### config.mk
export PLATFORM = sky130hd
export DESIGN_NAME = ldl_serial_loader
export DESIGN_NICKNAME = d
export VERILOG_FILES = /design/src/rtl/ldl_pkg.sv /design/src/rtl/ldl_sync.sv /design/src/rtl/ldl_shifter.sv /design/src/rtl/ldl_len_decode.sv /design/src/rtl/ldl_regfile.sv /design/src/rtl/ldl_serial_loader.sv
export SDC_FILE = /design/constraint.sdc
export NUM_CORES = 1
export LEC_CHECK = 0
export ABC_AREA = 0
export CELL_PAD_IN_SITES_DETAIL_PLACEMENT = 1
export CELL_PAD_IN_SITES_GLOBAL_PLACEMENT = 1
export CORE_MARGIN = 2
export CORE_UTILIZATION = 44
export CTS_CLUSTER_DIAMETER = 60
export DETAILED_ROUTE_END_ITERATION = 10
export HOLD_SLACK_MARGIN = 0.06
export PLACE_DENSITY = 0.79
export SLEW_MARGIN = 20
export SYNTH_ARGS = -nofsm -noshare
export SYNTH_HDL_FRONTEND = slang
export SYNTH_SLANG_ARGS = --single-unit
### constraint.sdc
create_clock -name clk -period 2.7 [get_ports clk]
set_input_delay 0.675 -clock clk [delete_from_list [all_inputs] [get_ports clk]]
set_output_delay 0.675 -clock clk [all_outputs]
set_load 0.03 [all_outputs]
### src/rtl/ldl_pkg.sv
package ldl_pkg;

    // Controller states.
    typedef enum logic [1:0] {
        ST_IDLE,
        ST_SHIFT,
        ST_COMMIT,
        ST_LOCKOUT
    } ldl_state_e;

    // Action selected from the transfer length.
    typedef enum logic [2:0] {
        ACT_NONE,
        ACT_CFG,
        ACT_FB,
        ACT_REF,
        ACT_RST
    } ldl_act_e;

    // Reference-output select field inside the configuration word.
    localparam int unsigned REFSEL_LSB  = 2;
    localparam logic [2:0]  REFSEL_DIV8 = 3'b100;

endpackage

### src/rtl/ldl_sync.sv
module ldl_sync #(
    parameter int unsigned      STAGES = 2,
    parameter int unsigned      WIDTH  = 3,
    parameter logic [WIDTH-1:0] INIT   = '0
) (
    input  logic             clk,
    input  logic             rst_n,
    input  logic [WIDTH-1:0] d,
    output logic [WIDTH-1:0] q
);

    logic [WIDTH-1:0] stg [STAGES];

    always_ff @(posedge clk or negedge rst_n) begin
        if (!rst_n) begin
            for (int i = 0; i < STAGES; i++) begin
                stg[i] <= INIT;
            end
        end else begin
            stg[0] <= d;
            for (int i = 1; i < STAGES; i++) begin
                stg[i] <= stg[i-1];
            end
        end
    end

    assign q = stg[STAGES-1];

endmodule

### src/rtl/ldl_shifter.sv
module ldl_shifter #(
    parameter int unsigned SHIFT_W = 16,
    parameter int unsigned CNT_SAT = 33,
    parameter int unsigned CW      = 6
) (
    input  logic               clk,
    input  logic               rst_n,
    input  logic               clear,
    input  logic               shift_en,
    input  logic               fall_en,
    input  logic               din,
    output logic [SHIFT_W-1:0] shreg,
    output logic [CW-1:0]      cnt,
    output logic               sdo
);

    always_ff @(posedge clk or negedge rst_n) begin
        if (!rst_n) begin
            shreg <= '0;
            cnt   <= '0;
            sdo   <= 1'b0;
        end else if (clear) begin
            // The shift register keeps its contents; only the count and output restart.
            cnt <= '0;
            sdo <= 1'b0;
        end else begin
            if (shift_en) begin
                shreg <= {shreg[SHIFT_W-2:0], din};
                if (cnt != CW'(CNT_SAT)) begin
                    cnt <= cnt + 1'b1;
                end
            end
            if (fall_en) begin
                sdo <= shreg[SHIFT_W-1];
            end
        end
    end

endmodule

### src/rtl/ldl_len_decode.sv
module ldl_len_decode
    import ldl_pkg::*;
#(
    parameter int unsigned CW           = 6,
    parameter int unsigned CFG_LEN      = 8,
    parameter int unsigned FB_LEN       = 16,
    parameter int unsigned REF_LEN      = 15,
    parameter int unsigned REF_LONG_LEN = 24,
    parameter int unsigned RST_MIN      = 9,
    parameter int unsigned RST_MAX      = 13
) (
    input  logic [CW-1:0] cnt,
    output ldl_act_e      act
);

    always_comb begin
        act = ACT_NONE;
        if (cnt == CW'(CFG_LEN)) begin
            act = ACT_CFG;
        end else if (cnt == CW'(FB_LEN)) begin
            act = ACT_FB;
        end else if ((cnt == CW'(REF_LEN)) || (cnt == CW'(REF_LONG_LEN))) begin
            act = ACT_REF;
        end else if ((cnt >= CW'(RST_MIN)) && (cnt <= CW'(RST_MAX))) begin
            act = ACT_RST;
        end
    end

endmodule

### src/rtl/ldl_regfile.sv
module ldl_regfile
    import ldl_pkg::*;
#(
    parameter int unsigned CFG_W   = 8,
    parameter int unsigned FB_W    = 16,
    parameter int unsigned REF_W   = 15,
    parameter int unsigned SHIFT_W = 16
) (
    input  logic               clk,
    input  logic               rst_n,
    input  logic               commit,
    input  ldl_act_e           act,
    input  logic [SHIFT_W-1:0] shreg,
    output logic [CFG_W-1:0]   cfg_q,
    output logic [FB_W-1:0]    fb_q,
    output logic [REF_W-1:0]   rdiv_q,
    output logic               jam_q
);

    localparam logic [CFG_W-1:0] CFG_RST = CFG_W'(REFSEL_DIV8) << REFSEL_LSB;

    always_ff @(posedge clk or negedge rst_n) begin
        if (!rst_n) begin
            cfg_q  <= CFG_RST;
            fb_q   <= '0;
            rdiv_q <= '0;
            jam_q  <= 1'b0;
        end else begin
            jam_q <= 1'b0;
            if (commit) begin
                unique case (act)
                    ACT_CFG: cfg_q <= shreg[CFG_W-1:0];
                    ACT_FB: begin
                        fb_q  <= shreg[FB_W-1:0];
                        jam_q <= 1'b1;
                    end
                    ACT_REF: rdiv_q <= shreg[REF_W-1:0];
                    ACT_RST: begin
                        cfg_q  <= CFG_RST;
                        fb_q   <= '0;
                        rdiv_q <= '0;
                    end
                    default: ;
                endcase
            end
        end
    end

endmodule

### src/rtl/ldl_serial_loader.sv
module ldl_serial_loader
    import ldl_pkg::*;
#(
    parameter int unsigned CFG_W        = 8,
    parameter int unsigned FB_W         = 16,
    parameter int unsigned REF_W        = 15,
    parameter int unsigned REF_LONG_LEN = 24,
    parameter int unsigned RST_MIN      = 9,
    parameter int unsigned RST_MAX      = 13,
    parameter int unsigned CNT_SAT      = 33,
    parameter int unsigned SYNC_STAGES  = 2
) (
    input  logic             clk,
    input  logic             rst_n,
    input  logic             sen_n,
    input  logic             sclk,
    input  logic             sdi,
    output logic             sdo,
    output logic             sdo_en,
    output logic [CFG_W-1:0] cfg_reg,
    output logic [FB_W-1:0]  fb_div,
    output logic [REF_W-1:0] ref_div,
    output logic             jam_load
);

    localparam int unsigned SHIFT_W_A = (FB_W > REF_W) ? FB_W : REF_W;
    localparam int unsigned SHIFT_W   = (SHIFT_W_A > CFG_W) ? SHIFT_W_A : CFG_W;
    localparam int unsigned CW        = $clog2(CNT_SAT + 1);

    // Synchronised pins and their values one cycle earlier.
    logic [2:0] pins_s;
    logic       sen_s, sclk_s, sdi_s;
    logic       sen_p, sclk_p;
    logic       sclk_rise, sclk_fall;

    ldl_sync #(
        .STAGES (SYNC_STAGES),
        .WIDTH  (3),
        .INIT   (3'b100)
    ) u_sync (
        .clk   (clk),
        .rst_n (rst_n),
        .d     ({sen_n, sclk, sdi}),
        .q     (pins_s)
    );

    assign {sen_s, sclk_s, sdi_s} = pins_s;

    always_ff @(posedge clk or negedge rst_n) begin
        if (!rst_n) begin
            sen_p  <= 1'b1;
            sclk_p <= 1'b0;
        end else begin
            sen_p  <= sen_s;
            sclk_p <= sclk_s;
        end
    end

    assign sclk_rise = sclk_s & ~sclk_p;
    assign sclk_fall = ~sclk_s & sclk_p;

    // Controller.
    ldl_state_e st_q, st_d;

    always_ff @(posedge clk or negedge rst_n) begin
        if (!rst_n) begin
            st_q <= ST_IDLE;
        end else begin
            st_q <= st_d;
        end
    end

    always_comb begin
        st_d = st_q;
        unique case (st_q)
            ST_IDLE: begin
                if (!sen_s) begin
                    st_d = sclk_s ? ST_LOCKOUT : ST_SHIFT;
                end
            end
            ST_SHIFT: begin
                if (sen_s) begin
                    st_d = sclk_s ? ST_LOCKOUT : ST_COMMIT;
                end
            end
            ST_COMMIT: st_d = ST_IDLE;
            ST_LOCKOUT: begin
                if (sen_s && !sclk_s) begin
                    st_d = ST_IDLE;
                end
            end
            default: st_d = ST_IDLE;
        endcase
    end

    logic clear, shift_en, fall_en, commit;

    always_comb begin
        clear    = 1'b0;
        shift_en = 1'b0;
        fall_en  = 1'b0;
        commit   = 1'b0;
        sdo_en   = 1'b0;
        unique case (st_q)
            ST_IDLE:    clear = 1'b1;
            ST_SHIFT: begin
                shift_en = sclk_rise & ~sen_s;
                fall_en  = sclk_fall & ~sen_s;
                sdo_en   = 1'b1;
            end
            ST_COMMIT:  commit = 1'b1;
            ST_LOCKOUT: clear = 1'b1;
            default:    clear = 1'b1;
        endcase
    end

    // Datapath.
    logic [SHIFT_W-1:0] shreg;
    logic [CW-1:0]      cnt;
    ldl_act_e           act;

    ldl_shifter #(
        .SHIFT_W (SHIFT_W),
        .CNT_SAT (CNT_SAT),
        .CW      (CW)
    ) u_shift (
        .clk      (clk),
        .rst_n    (rst_n),
        .clear    (clear),
        .shift_en (shift_en),
        .fall_en  (fall_en),
        .din      (sdi_s),
        .shreg    (shreg),
        .cnt      (cnt),
        .sdo      (sdo)
    );

    ldl_len_decode #(
        .CW           (CW),
        .CFG_LEN      (CFG_W),
        .FB_LEN       (FB_W),
        .REF_LEN      (REF_W),
        .REF_LONG_LEN (REF_LONG_LEN),
        .RST_MIN      (RST_MIN),
        .RST_MAX      (RST_MAX)
    ) u_dec (
        .cnt (cnt),
        .act (act)
    );

    ldl_regfile #(
        .CFG_W   (CFG_W),
        .FB_W    (FB_W),
        .REF_W   (REF_W),
        .SHIFT_W (SHIFT_W)
    ) u_regs (
        .clk    (clk),
        .rst_n  (rst_n),
        .commit (commit),
        .act    (act),
        .shreg  (shreg),
        .cfg_q  (cfg_reg),
        .fb_q   (fb_div),
        .rdiv_q (ref_div),
        .jam_q  (jam_load)
    );

endmodule

==> Word level (Yosys, flattened, before mapping) <==
Cells that the tools add are included.
{ "totals": {"register_bits": 72, "input_bits": 5, "output_inout_bits": 42, "word_cells": 80} }
{ "classes": {"n_addsub": 1, "order_cmp": 2, "eq_ne": 15, "muxes": 25, "bitwise": 8, "n_reduce_logical": 18} }
{ "ops": {"columns": ["cell", "count"], "rows": [
  ["16-bit one-hot mux with 2 select lines", 1],
  ["15-bit one-hot mux with 2 select lines", 1],
  ["6-bit 2-to-1 mux", 3],
  ["8-bit one-hot mux with 2 select lines", 1],
  ["6-bit by 4-bit == test with 1-bit output, second input constant", 2],
  ["6-bit by 5-bit == test with 1-bit output, second input constant", 2],
  ["3-bit 2-to-1 mux", 4],
  ["2-bit nonzero test", 6],
  ["1-bit 2-to-1 mux", 10],
  ["2-bit AND reduction", 5],
  ["2-bit 2-to-1 mux", 4],
  ["2-bit one-hot mux with 4 select lines", 1],
  ["6-bit by 1-bit adder with 6-bit output, second input constant", 1],
  ["3-bit by 2-bit == test with 1-bit output, second input constant", 2],
  ["6-bit by 4-bit >= comparator with 1-bit output, second input constant", 1],
  ["6-bit by 4-bit less-or-equal comparator with 1-bit output, second input constant", 1],
  ["6-bit != test, second input constant", 1],
  ["1-bit bitwise AND", 4],
  ["2-bit == test, second input constant", 2],
  ["2-bit != test, second input constant", 2],
  ["1-bit inverter", 4],
  ["3-bit by 1-bit == test with 1-bit output, second input constant", 1],
  ["3-bit == test, second input constant", 1],
  ["3-bit AND reduction", 1],
  ["7 further kinds", 8]
]} }

==> Depth between registers and ports, before layout <==
{ "depth": {"ltp_word": 9, "ltp_mapped": 7} }

==> Cells and area by module <==
A second synthesis with hierarchy kept.
{ "hier_totals": {"hier_cells": 303, "hier_area_um2": 3513.4} }
{ "modules_own_cells": {"columns": ["module", "n_inst", "cells_per_inst", "area_per_inst_um2"], "rows": [
  ["ldl_regfile", 1, 188, 1946.9],
  ["ldl_shifter", 1, 77, 1088.5],
  ["ldl_serial_loader", 1, 21, 236.5],
  ["ldl_sync", 1, 9, 175.2],
  ["ldl_len_decode", 1, 8, 66.3]
]} }

==> Least setup slack after synthesis <==
OpenSTA, ideal clock, no wires.
{ "synth_timing": {"path_type": "register to register", "from": "reg u_shift.cnt[0]", "to": "reg u_regs.cfg_q[0]", "setup_ns": 0.121, "arrival_time_ns": 1.881, "setup_slack_ns": 0.698, "path_stages_with_launch": 8, "period_less_slack_ns": 2.002, "cell_sequence": "dfrtp_1 -> inv_1 -> ha_1 -> or4b_2 -> nand4bb_1 -> buf_2 -> a21oi_1 -> a22o_1"} }
{ "synth_via": {"elab_chain_cells": 9} }
{ "synth_rtl": {"columns": ["item", "line_no", "rtl"], "rows": [
  ["start: declaration", "ldl_shifter.sv:13", "output logic [CW-1:0] cnt,"],
  ["start signal: assignment", "ldl_shifter.sv:30", "cnt <= cnt + 1'b1;"],
  ["6-bit by 4-bit >= comparator with 1-bit output / 6-bit by 4-bit less-or-equal comparator with 1-bit output (equally long branches)", "ldl_len_decode.sv:24", "end else if ((cnt >= CW'(RST_MIN)) && (cnt <= CW'(RST_MAX))) begin"],
  ["1-bit logical AND", "ldl_len_decode.sv:24", null],
  ["3-bit 2-to-1 mux", "ldl_len_decode.sv:24", null],
  ["3-bit 2-to-1 mux", "ldl_len_decode.sv:22", "end else if ((cnt == CW'(REF_LEN)) || (cnt == CW'(REF_LONG_LEN))) begin"],
  ["3-bit 2-to-1 mux", "ldl_len_decode.sv:20", "end else if (cnt == CW'(FB_LEN)) begin"],
  ["3-bit 2-to-1 mux (*)", "ldl_len_decode.sv:18", "if (cnt == CW'(CFG_LEN)) begin"],
  ["3-bit by 1-bit == test with 1-bit output / 3-bit == test (equally long branches)", "ldl_regfile.sv:31", "unique case (act)"],
  ["2-bit nonzero test (no source line)", null, null],
  ["2-bit AND reduction (no source line)", null, null],
  ["end signal: assignment", "ldl_regfile.sv:32", "ACT_CFG: cfg_q <= shreg[CFG_W-1:0];"],
  ["end: declaration", "ldl_regfile.sv:14", "output logic [CFG_W-1:0] cfg_q,"]
]} }
Every way passes the cells marked *; elsewhere a longest branch is shown, timed or not.
A chain may end at the register's enable or synchronous reset.

==> Final worst setup path <==
{ "layout_timing": {"from": "reg st_q[1]", "to": "out sdo_en"} }
{ "layout_via": {"elab_chain_cells": 2} }
{ "layout_rtl": {"columns": ["item", "line_no", "rtl"], "rows": [
  ["start: declaration", "ldl_serial_loader.sv:63", "ldl_state_e st_q, st_d;"],
  ["start signal: assignment", "ldl_serial_loader.sv:69", "st_q <= st_d;"],
  ["2-bit by 1-bit == test with 1-bit output", "ldl_serial_loader.sv:104", "unique case (st_q)"],
  ["1-bit 2-to-1 mux", "ldl_serial_loader.sv:104", null],
  ["end: declaration", "ldl_serial_loader.sv:19", "output logic sdo_en,"]
]} }
No other way between the ends.

==> results.md <==
- Critical Path Start Type: register
- Total clock buffers created by CTS: 9
- Area enclosed by the die boundary: 0.00747 mm^2
- Result of the run: finished, final reports clean
- Final HPWL from detailed placement: 4530 um
- Max VDD drop: around 340 uV
- Crit share post-route: 92.8%
- Number of synthesis warnings: 0
- Worst-case headroom to the max-slew limit: 48.3%
- Post CTS Setup Buffer Count: 0
- Post-detailed-route count of antenna-violating nets: 0
- Top Ports: 47
- Post-synth top area share: 57.7%
- Seq pwr share: 47.2%
- Layout fillers: 677
- Fin Hold WS: 0.252 ns
- Via count of the first global-routing pass: 2,175
- Wire length of the first global-routing pass: 11,800 um
- Worst-path fanout max: 6
- Number of instances in the synthesized netlist: 207
- Final Net Count: 273
- Portion of the post-synthesis area used by sequential elements: 60.4%
- Clock tree skew after final layout: approximately 0.012 ns
- Global router's overall resource usage: 21.0%
- Row Count: 30
- Count of vias placed by the detailed router: 1,956
- Insertion delay to the later sink of the worst-skew pair: 0.36 ns
- Worst setup path class: register to output pin
- Type of the worst min-delay path: input port to async pin
- Kind of capture point of the worst setup path: output pin
- Post-synthesis register bit count: 72
- Part of the power in combinational logic: ~14%
- Number of levels the H-tree was split into: 3
- Buffers from clock root to sink, at most: 2
- Clk network pwr share: 38.5%
- Register clock-pin slew on the reported worst setup and hold paths: 0.08 ns
- Top post-synthesis cells by area: sky130_fd_sc_hd__dfrtp_1 58%, sky130_fd_sc_hd__a22o_1 9.7%, sky130_fd_sc_hd__mux2_2 6.0%, sky130_fd_sc_hd__ha_1 3.8%, sky130_fd_sc_hd__dfstp_2 2.6%
- Synth top cells by count: 69 x sky130_fd_sc_hd__dfrtp_1, 33 x sky130_fd_sc_hd__a22o_1, 16 x sky130_fd_sc_hd__mux2_2, 9 x sky130_fd_sc_hd__ha_1
- Switch Pwr: 0.702 mW
- Highest clock frequency the design can meet: 0.399 GHz
- Placeable core region: roughly 0.0067 mm^2
- Storage element area: 0.00181 mm^2
- Clock tree from TritonCTS: built
- Worst Tran Pin Value: 0.773 ns
- Most frequent cell after synthesis: sky130_fd_sc_hd__dfrtp_1
- Setup repair after global routing missed its margin: false
- Async set-or-reset flop fraction in the synthesized netlist: 100%
- Minimum clock period: 2.51 ns
- Switching portion of total power: around 28%
- Die Ht: 86.4 um
- Largest net degree at the start of global routing: 42
- Distinct cell type count of the synthesized netlist: 37
- Required time reported for the critical path endpoint: 2.03 ns
- Place WS: 0.380 ns
- Final wirelength: 6970 um
- Non-filler cells, final: 344
- Number of antenna violations at the first check in global routing: 0
- Detailed-route DRC error count: 0
- PD cells: 669 mW/mm^2
- Syn Area/Cell: 14.4 um^2
- Synthesis-to-finish area growth: 25.6%
- Post-synthesis instance area: 0.00299 mm^2
- Crit path setup slack, layout: 0.193 ns
- Setup violations, final: 0
- Diode insertion count for antenna repair: 0
- Number of enable flip-flop cells after synthesis: 0
- Multi-input gate area in the final layout: 0.00111 mm^2
- CTS resizes: 0
- Ratio of cells with drive above 1 in the final layout: 20.1%
- Leakage power total: between 1.5 and 2 nW
- Clock net sink count: 72
- Total iterations of the first detailed-routing run: 4
- Internal power consumption: 1.81 mW
- Cell count after placement: ~330
- Number of DRC violations after detailed-routing iteration 0: 105
- Cell type contributing the most total cell area after synthesis: sky130_fd_sc_hd__dfrtp_1
- Effective utilization at floorplan: 44.8%
- Horizontal extent of the die: between 80 and 90 um
- Count of hold buffers inserted by post-cts repair: 0
- Ys flop type: sky130_fd_sc_hd__dfrtp_1
- Count of buffers from port buffering: 46
- CP Data Arrival Time: ~1.8 ns
- Via-per-instance ratio: roughly 5.7
- Reported max-cap violation count: 0
- Post-Syn Nets: 221
- Routability congestion estimate: about 0.84
- Clock root buffer master: sky130_fd_sc_hd__clkbuf_8
- Final Hold Vio Count: 0
- GRT overflow: 0
- Post-Route Utilization: 56.2%
- Setup tns final: 0 ns
- Final Slew Violations: 0
- Routed len/inst: 20.3 um
-- power groups by stage --
stage               Combinational [mW]  Sequential, mW  Clock (mW)
detailed placement               0.360            1.21           0
global placement                 0.349            1.20           0
floorplan                        0.255            1.18           0
finish                           0.361            1.19       0.967
CTS                              0.367            1.18       0.990
global route                     0.407            1.19        1.04
-- routing by layer --
layer  global-route usage [%]  part of all wire (%)  wire length, um
met1                     27.3                    44             3090
met2                     33.1                    50             3500
met3                     7.05                   4.2              292
met4                     7.10                   1.3               88
met5                        0                     0                0
-- kinds of logic after synthesis --
| logic type | share of synthesized area (%) |
|---|---|
| compound gates | 15.4 |
| flops | 60.4 |
| simple gates | 9.04 |
| fa+ha+maj | 3.77 |
| xor+xnor | 1.76 |
| buf+inv | 2.64 |
| mux | 7.03 |
-- final cells by class --
class                           count  area share (%)
Clock buffer                        9            3.30
Clock inverter                      7            2.73
Inverter                            5           0.500
Multi-Input combinational cell    121            29.5
Sequential cell                    72            48.1
Tap cell                           80            2.67
Timing Repair Buffer               50            13.3
-- worst max-delay path, stage by stage (launching register included) --
cell and delay [ns]:
sky130_fd_sc_hd__dfrtp_1 0.42, sky130_fd_sc_hd__inv_1 0.11, sky130_fd_sc_hd__ha_1 0.25, sky130_fd_sc_hd__clkdlybuf4s50_1 0.70
-- sequential cells by signal, indices dropped and copies added, names as in the netlist --
register,flops
u_regs.cfg_q,8
u_sync.q,3
u_shift.shreg,16
st_q,2
u_shift.cnt,6
u_regs.rdiv_q,15
u_sync.stg,3
u_regs.jam_q,1
sclk_p,1
u_regs.fb_q,16
u_shift.sdo,1
-- placed cells by master (no fill, tap or decap), types with 3 or more instances in the layout --
cell	netlist	layout
sky130_fd_sc_hd__a21oi_1	6	6
sky130_fd_sc_hd__xnor2_1	6	6
sky130_fd_sc_hd__dfstp_2	3	3
sky130_fd_sc_hd__clkdlybuf4s50_1	0	45
sky130_fd_sc_hd__mux2_2	16	16
sky130_fd_sc_hd__a22o_1	33	33
sky130_fd_sc_hd__clkbuf_8	0	9
sky130_fd_sc_hd__nand4bb_1	3	3
sky130_fd_sc_hd__a22o_2	5	5
sky130_fd_sc_hd__nand2_1	3	3
sky130_fd_sc_hd__inv_1	5	5
sky130_fd_sc_hd__dfrtp_1	69	69
sky130_fd_sc_hd__and2_1	5	5
sky130_fd_sc_hd__ha_1	9	9
sky130_fd_sc_hd__buf_4	1	3
sky130_fd_sc_hd__mux2i_1	3	3
sky130_fd_sc_hd__nor2b_1	3	3
-- path summary, 6_finish.rpt --
check	cells after the start	to	slack, ns	start
max	3	sdo_en	0.19	st_q[1]
min	1	u_shift.sdo	0.25	rst_n
max reg2reg	6	u_regs.cfg_q[3]	0.37	u_shift.cnt[1]
min reg2reg	0	u_sync.q[2]	0.36	u_sync.stg[5]
max in group asynchronous	2	u_regs.cfg_q[4]	1.82	rst_n
min in group clk	0	u_sync.q[2]	0.36	u_sync.stg[5]
-- stage by stage --
step	power (mW)	cell area, um^2
after floorplan	1.44	2990
after global placement	1.55	3530
after detailed placement	1.57	3530
after CTS	2.54	3750
after global routing	2.64	3750
final	2.51	3750
Power figures use the tool's default switching activity.
